File: src/rtl/stk_guard_pkg.sv
package stk_guard_pkg;

    typedef enum logic [1:0] {
        EV_SP_WRITE   = 2'b00,
        EV_SP_ACCESS  = 2'b01,
        EV_CALL_CHECK = 2'b10,
        EV_RESERVED   = 2'b11
    } ev_kind_t;

    typedef struct packed {
        logic align;
        logic bounds;
        logic inactive;
    } fault_t;

endpackage

File: src/rtl/stk_align_unit.sv
module stk_align_unit
    import stk_guard_pkg::*;
#(
    parameter int AW          = 32,
    parameter int EXP32_ANY   = 2,   // every SP value, 32-bit
    parameter int EXP32_CALL  = 3,   // check point, 32-bit
    parameter int EXP64_MEM   = 4,   // SP-based access, 64-bit
    parameter int EXP64_CALL  = 4    // check point, 64-bit
) (
    input  ev_kind_t        kind,
    input  logic            mode64,
    input  logic [AW-1:0]   sp,
    output logic            misaligned
);

    localparam logic [AW-1:0] ONE = {{(AW-1){1'b0}}, 1'b1};

    logic [AW-1:0] mask;
    logic          rule_on;

    always_comb begin
        rule_on = 1'b1;
        mask    = '0;
        unique case (kind)
            EV_SP_WRITE: begin
                // 64-bit rules allow any SP value that is not used for memory
                rule_on = !mode64;
                mask    = (ONE << EXP32_ANY) - ONE;
            end
            EV_SP_ACCESS: begin
                mask = mode64 ? (ONE << EXP64_MEM) - ONE
                              : (ONE << EXP32_ANY) - ONE;
            end
            EV_CALL_CHECK: begin
                mask = mode64 ? (ONE << EXP64_CALL) - ONE
                              : (ONE << EXP32_CALL) - ONE;
            end
            EV_RESERVED: begin
                rule_on = 1'b0;
            end
        endcase
    end

    assign misaligned = rule_on && (|(sp & mask));

endmodule

File: src/rtl/stk_bounds_unit.sv
module stk_bounds_unit #(
    parameter int AW = 32
) (
    input  logic [AW-1:0] sp,
    input  logic [AW-1:0] base,
    input  logic [AW-1:0] limit,
    output logic          sp_outside
);

    // SP may sit on either end: on the base the stack is empty,
    // on the limit it is full.
    assign sp_outside = (sp < limit) || (sp > base);

endmodule

File: src/rtl/stk_range_unit.sv
module stk_range_unit #(
    parameter int AW   = 32,
    parameter int OFFW = 12,
    parameter int LENW = 5
) (
    input  logic [AW-1:0]   sp,
    input  logic [OFFW-1:0] off,
    input  logic [LENW-1:0] len,
    input  logic [AW-1:0]   base,
    input  logic [AW-1:0]   limit,
    output logic            out_of_region,
    output logic            hits_inactive
);

    // Two extra bits keep sums from wrapping and leave room for a sign.
    localparam int SW = AW + 2;

    logic signed [SW-1:0] sp_s, base_s, limit_s, off_s, len_s;
    logic signed [SW-1:0] lo_s, hi_s;
    logic                 has_bytes;

    assign sp_s    = $signed({2'b00, sp});
    assign base_s  = $signed({2'b00, base});
    assign limit_s = $signed({2'b00, limit});
    assign off_s   = $signed({{(SW-OFFW){off[OFFW-1]}}, off});
    assign len_s   = $signed({{(SW-LENW){1'b0}}, len});

    assign lo_s      = sp_s + off_s;   // first byte touched
    assign hi_s      = lo_s + len_s;   // one past the last byte
    assign has_bytes = (len != '0);

    // Some byte falls below the limit or at/above the base.
    assign out_of_region = has_bytes && ((lo_s < limit_s) || (hi_s > base_s));

    // [lo, hi) overlaps [limit, sp).
    assign hits_inactive = has_bytes && (lo_s < sp_s) && (hi_s > limit_s)
                           && (limit_s < sp_s);

endmodule

File: src/rtl/stk_guard.sv
module stk_guard
    import stk_guard_pkg::*;
#(
    parameter int AW   = 32,
    parameter int OFFW = 12,
    parameter int LENW = 5
) (
    input  logic            clk,
    input  logic            rst_n,
    input  logic            mode64,
    input  logic            align_en,
    input  logic [AW-1:0]   stk_base,
    input  logic [AW-1:0]   stk_limit,
    input  logic            ev_valid,
    input  logic [1:0]      ev_kind,
    input  logic [AW-1:0]   ev_sp,
    input  logic [OFFW-1:0] acc_off,
    input  logic [LENW-1:0] acc_len,
    output logic            flt_align,
    output logic            flt_bounds,
    output logic            flt_inactive
);

    ev_kind_t kind;
    logic     misaligned;
    logic     sp_outside;
    logic     out_of_region;
    logic     hits_inactive;
    fault_t   nxt_q, flt_q;

    assign kind = ev_kind_t'(ev_kind);

    stk_align_unit #(.AW(AW)) u_align (
        .kind       (kind),
        .mode64     (mode64),
        .sp         (ev_sp),
        .misaligned (misaligned)
    );

    stk_bounds_unit #(.AW(AW)) u_bounds (
        .sp         (ev_sp),
        .base       (stk_base),
        .limit      (stk_limit),
        .sp_outside (sp_outside)
    );

    stk_range_unit #(.AW(AW), .OFFW(OFFW), .LENW(LENW)) u_range (
        .sp            (ev_sp),
        .off           (acc_off),
        .len           (acc_len),
        .base          (stk_base),
        .limit         (stk_limit),
        .out_of_region (out_of_region),
        .hits_inactive (hits_inactive)
    );

    // Verdict for the event on the inputs this cycle.
    always_comb begin
        nxt_q = '0;
        if (ev_valid) begin
            unique case (kind)
                EV_SP_WRITE, EV_CALL_CHECK: begin
                    nxt_q.align  = misaligned && align_en;
                    nxt_q.bounds = sp_outside;
                end
                EV_SP_ACCESS: begin
                    nxt_q.align    = misaligned && align_en;
                    nxt_q.bounds   = sp_outside || out_of_region;
                    nxt_q.inactive = hits_inactive;
                end
                EV_RESERVED: begin
                    nxt_q = '0;
                end
            endcase
        end
    end

    always_ff @(posedge clk or negedge rst_n) begin
        if (!rst_n) flt_q <= '0;
        else        flt_q <= nxt_q;
    end

    assign flt_align    = flt_q.align;
    assign flt_bounds   = flt_q.bounds;
    assign flt_inactive = flt_q.inactive;

    p_idle_quiet_r1: assert property (@(posedge clk) disable iff (!rst_n)
        !$past(ev_valid) |-> !(flt_align || flt_bounds || flt_inactive));

    p_sp_outside_r2: assert property (@(posedge clk) disable iff (!rst_n)
        $past(ev_valid && (ev_kind != 2'b11)
              && ((ev_sp < stk_limit) || (ev_sp > stk_base))) |-> flt_bounds);

    p_align_masked_r7: assert property (@(posedge clk) disable iff (!rst_n)
        $past(ev_valid && !align_en) |-> !flt_align);

    p_inactive_access_only_r9: assert property (@(posedge clk) disable iff (!rst_n)
        $past(ev_valid && (ev_kind != 2'b01)) |-> !flt_inactive);

    p_reserved_quiet_r11: assert property (@(posedge clk) disable iff (!rst_n)
        $past(ev_valid && (ev_kind == 2'b11))
            |-> !(flt_align || flt_bounds || flt_inactive));

endmodule

File: config.mk
export PLATFORM = sky130hd
export DESIGN_NAME = stk_guard
export DESIGN_NICKNAME = d
export VERILOG_FILES = /design/src/rtl/stk_guard_pkg.sv /design/src/rtl/stk_align_unit.sv /design/src/rtl/stk_bounds_unit.sv /design/src/rtl/stk_range_unit.sv /design/src/rtl/stk_guard.sv
export SDC_FILE = /design/constraint.sdc
export NUM_CORES = 1
export LEC_CHECK = 0
export BUFFER_PORTS_ARGS = -buffer_cell sky130_fd_sc_hd__buf_2
export CAP_MARGIN = 20
export CORE_ASPECT_RATIO = 0.8
export CORE_MARGIN = 2
export CORE_UTILIZATION = 65
export DETAILED_ROUTE_END_ITERATION = 10
export PLACE_DENSITY = 0.9
export SETUP_SLACK_MARGIN = 0.3
export SYNTH_ARGS = -nofsm -noshare
export SYNTH_HDL_FRONTEND = slang
export SYNTH_SLANG_ARGS = --single-unit
export TNS_END_PERCENT = 100
File: constraint.sdc
create_clock -name clk -period 0.8 [get_ports clk]
set_input_delay 0.16 -clock clk [delete_from_list [all_inputs] [get_ports clk]]
set_output_delay 0.16 -clock clk [all_outputs]
set_load 0.02 [all_outputs]
==> qor.yml, run 1 <==
status:
  status: "stopped before the end"
  lastStage: "3_5_place_dp"
  error: "[ERROR DPL-0033] detailed placement checks failed during check placement."
place:
  port_buffers: 122
  gp_congestion: 1.01
  dp_hpwl_microns: 34400
die:
  fp.dieW_microns: 123
  start_util: 0.673
  row_count: 34
  die_h_microns: 99.1
  io_pins: 123
synth:
  ys_seq_elements: 3
  yosysWarnings: 0
  yosys.area.top_type: "ha_1"
  seq_area_frac_synth: 0.0102
  netlist.area_leader.share: 0.390
  synthesis.nets: 1311
  syn_inst: 960
  synth_edf_count: 0
  synth.distinct_cells: 78
  syn_area_sq_um: 7350
  avgSynthCellArea_sq_um: 7.66
  async_reset_ff_frac: 1.00
  synth_area_leaders: "ha_1, a21o_1, inv_1"
  ys.flop_type: "dfrtp_1"
## synthesized netlist by cell type, types with 6 or more instances
cell type  instances
ha_1             229
inv_1            119
a21oi_1           77
a21o_1            76
nand2_1           52
o21ai_0           47
nor2_1            45
nand4_1           43
xnor2_1           36
nand3_1           20
a211oi_1          15
xor2_1            15
nor2b_1           14
nor3_1            14
o21a_1            11
o211ai_1           8
and2_1             7
clkbuf_1           6
nand2b_1           6
nor4_1             6
o21bai_1           6
## cells by family after synthesis
group	Yosys count	synth area share
XOR/XNOR	52	0.0645
buffers and inverters	128	0.0670
AO/OA/AOI/OAI	303	0.281
AND/OR/NAND/NOR	243	0.182
flip-flops	3	0.0102
adder cells (fa/ha/maj)	231	0.395
## metrics by stage
| step | instance area, sq um | hold slack [ns] | setup slack (ns) |
|---|---|---|---|
| 3_3_place_gp | 10800 | -0.0441 | -4.44 |
| 2_1_floorplan | 7410 | -0.136 | -4.08 |
==> inputs of run 2 (changes only) <==
- CORE_ASPECT_RATIO: 0.8 -> unset
- CORE_UTILIZATION: 65 -> 40
- PLACE_DENSITY: 0.9 -> unset
- PLACE_DENSITY_LB_ADDON: unset -> 0.15
- SETUP_SLACK_MARGIN: 0.3 -> unset
==> run 2 against run 1 <==
Net effect: the flow now finishes, with violations (setup timing); synthesized cell count is the same; synthesized area unchanged.
==> qor.yml, run 2 <==
grt:
  grt_pass1_vias: 8485
  grt_pass1_wl_microns: 41600
  grt_use_total: 0.261
  grt_max_degree: 15
  antenna_found_initial: 0
  overflow: 0
route:
  drtIter0Drc: 403
  ant_nets: 0
  num_vias: 8704
  routed_wl_microns: 26200
  routed_via_density: 5.21
  drt_first_pass_iters: 5
  drc: 0
  wl_per_cell_microns: 15.7
place:
  dp_hpwl_microns: 23800  # was 34,400 microns
  port_buffers: 122  # unchanged
  gp_congestion: 0.946  # was 1.01
synth:
  netlist_top_cells_count: "ha_1, inv_1, a21oi_1, a21o_1, nand2_1"  # unchanged
  avgSynthCellArea_sq_um: 7.66  # unchanged
  netlist.area_leader.share: 0.390  # unchanged
  synthesis.nets: 1311  # unchanged
  yosysWarnings: 0  # unchanged
  syn_area_sq_um: 7350  # unchanged
  ys_seq_elements: 3  # unchanged
  synth.distinct_cells: 78  # unchanged
  synth_area_leaders: "ha_1, a21o_1, inv_1"  # unchanged
  yosysMostFrequentCell: "ha_1"  # unchanged
  ys.flop_type: "dfrtp_1"  # unchanged
  seq_area_frac_synth: 0.0102  # unchanged
  async_reset_ff_frac: 1.00  # unchanged
  yosys.area.top_type: "ha_1"  # unchanged
  syn_inst: 960  # unchanged
  synth_edf_count: 0  # unchanged
critical_path:
  crit_required_ns: 0.89
  timing_worst_setup_path_type: "in2reg"
  critPathMaxFanout: 4
  cp.arrival_ns: 5.25
  cp-end-kind: "register"
  startpoint: "ev_sp[0]"
  worstSetupStartpointType: "input port"
sta:
  grt_setup_unrepaired: "yes"
  period_needed_ns: 5.16
  slew_violations: 0
  finalCritPeriodShare: 6.45
  hold_viol: 0
  setup_viol: 5
  clock.fmax_mhz: 194
  fin_ws_ns: -4.36
  timing.hold.ws_ns: 0.183
  max_slew_margin: 0.640
  worstMarginPinSlew_ns: 0.534
  finalSetupTns_ns: -8.74
clock_network:
  tritoncts: "built"
  cts_buffer_depth: 2
  root_buffer: "clkbuf_16"
  clock_sinks: 3
  htreeDepth: 1
  clk_pin_slew_worst_paths_ns: 0.03
  cts-buffers-inserted: 3
power_and_ir_drop:
  power.density_nw_per_um2: 1150
  peakVddDrop_v: 0.00161
  cellLeakagePower_nw: 6.38
run:
  cap_violations: 0
die:
  die_h_microns: 140  # was 99.1 microns
  dieArea_sq_um: 19500
  fp.dieW_microns: 140  # was 123 microns
  io_pins: 123  # unchanged
  start_util: 0.408  # was 0.673
  core-area_sq_um: 18000
  row_count: 49  # was 34
finish:
  final_cell_mix: "buf_4, ha_1, inv_1, buf_2, a21o_1"
  antenna_cells: 0
  layout.nets: 1794
  layout_commonest_cell: "buf_4"
  syn_to_final_growth_pct: 52.2
  drive_gt1_frac: 0.375
hold_path:
  hold_start: "align_en"
  min_delay_path_depth: 3
  holdCritPathClass: "in2reg"
  min_delay_worst_endpoint: "flt_align$_DFF_PN0_"
status:
  status: "finished with violations"  # was stopped before the end
  failed_checks: "setup timing"
==> run 2: cell counts after synthesis <==
No cell type changed its count.
==> run 2: metrics by stage <==
stage | total power (W) | util | instances | setup slack, ns | instance area (sq um)
2_1_floorplan | 0.00633 | - | 960 | -4.08 | 7400
3_3_place_gp | 0.0115 | 0.607 | 1661 | -4.48 | 10900
3_5_place_dp | 0.0117 | 0.607 | 1661 | -4.76 | 10900
4_1_cts | 0.0127 | 0.619 | 1671 | -4.28 | 11200
5_1_grt | 0.0142 | 0.621 | 1671 | -4.63 | 11200
6_report | 0.0129 | 0.621 | 1671 | -4.36 | 11200
==> run 2: logic make-up (layout without fill, tap and decap cells) <==
| group | after synthesis | after routing | share of synthesized area |
|---|---|---|---|
| flops | 3 | 3 | 0.0102 |
| compound gates | 303 | 303 | 0.281 |
| xor+xnor | 52 | 52 | 0.0645 |
| buf+inv | 128 | 610 | 0.0670 |
| fa+ha+maj | 231 | 231 | 0.395 |
| simple gates | 243 | 243 | 0.182 |
==> run 2: how the worst max path moves through the flow <==
stage,end,slack (ns),cells after the start
floorplan,flt_bounds$_DFF_PN0_,-4.08,25
global placement,flt_bounds$_DFF_PN0_,-4.48,24
detailed placement,flt_bounds$_DFF_PN0_,-4.76,26
CTS,flt_bounds$_DFF_PN0_,-4.28,25
global route,flt_bounds$_DFF_PN0_,-4.63,25
finish,flt_bounds$_DFF_PN0_,-4.36,25
==> run 2: timing repair <==
item / 4_1_cts / 5_1_grt
endpoints found under the setup margin: 6 / 6
pin swaps: 13 / 12
hold endpoints to repair: 3 / 0
setup buffers: 5 / 0
gates resized for setup: 23 / 8
hold buffers: 1 / 0
==> run 2: area by class of cell <==
class / count / area, sq um
Tap cell: 229 / 287
Clock buffer: 4 / 78.8
Inverter: 119 / 447
Multi-Input combinational cell: 829 / 6910
Timing Repair Buffer: 487 / 3400
Fill cell: 1759 / 6830
Sequential cell: 3 / 75.1
==> run 2: power by group <==
group / internal (W) / total (W) / switching [W]
combinational: 0.00621 / 0.0119 / 0.00568
sequential: 0.000166 / 0.000172 / 0.00000584
clock: 0.000657 / 0.000789 / 0.000132
total: 0.00704 / 0.0129 / 0.00582
==> run 2: routing by layer <==
| metal | part of all wire | track usage | vias to the layer above |
|---|---|---|---|
| met5 | 0 | 0 | - |
| met4 | 0.021 | 0.0484 | 0 |
| met3 | 0.040 | 0.0145 | 30 |
| met2 | 0.44 | 0.430 | 198 |
| met1 | 0.50 | 0.379 | 3904 |
| li1 | - | - | 4572 |
==> run 2: critical path, stage by stage <==
cell       delay (ns)
buf_8            0.10
ha_4             0.16
fa_2             0.36
a21o_1           0.17
a21oi_2          0.18
xnor2_2          0.11
ha_1             0.31
o21a_1           0.13
o31a_1           0.17
o2111ai_2        0.17
or4b_4           0.57
nor4b_4          0.29
and4_4           0.31
nand4_1          0.13
xnor2_2          0.17
ha_1             0.32
a21o_1           0.17
a21o_1           0.18
a21o_1           0.18
a211oi_2         0.20
o32ai_2          0.11
o21ai_1          0.17
nor3b_2          0.19
o2bb2ai_1        0.14
o311ai_1         0.10
No activity file was read; power rests on OpenSTA's default activity.
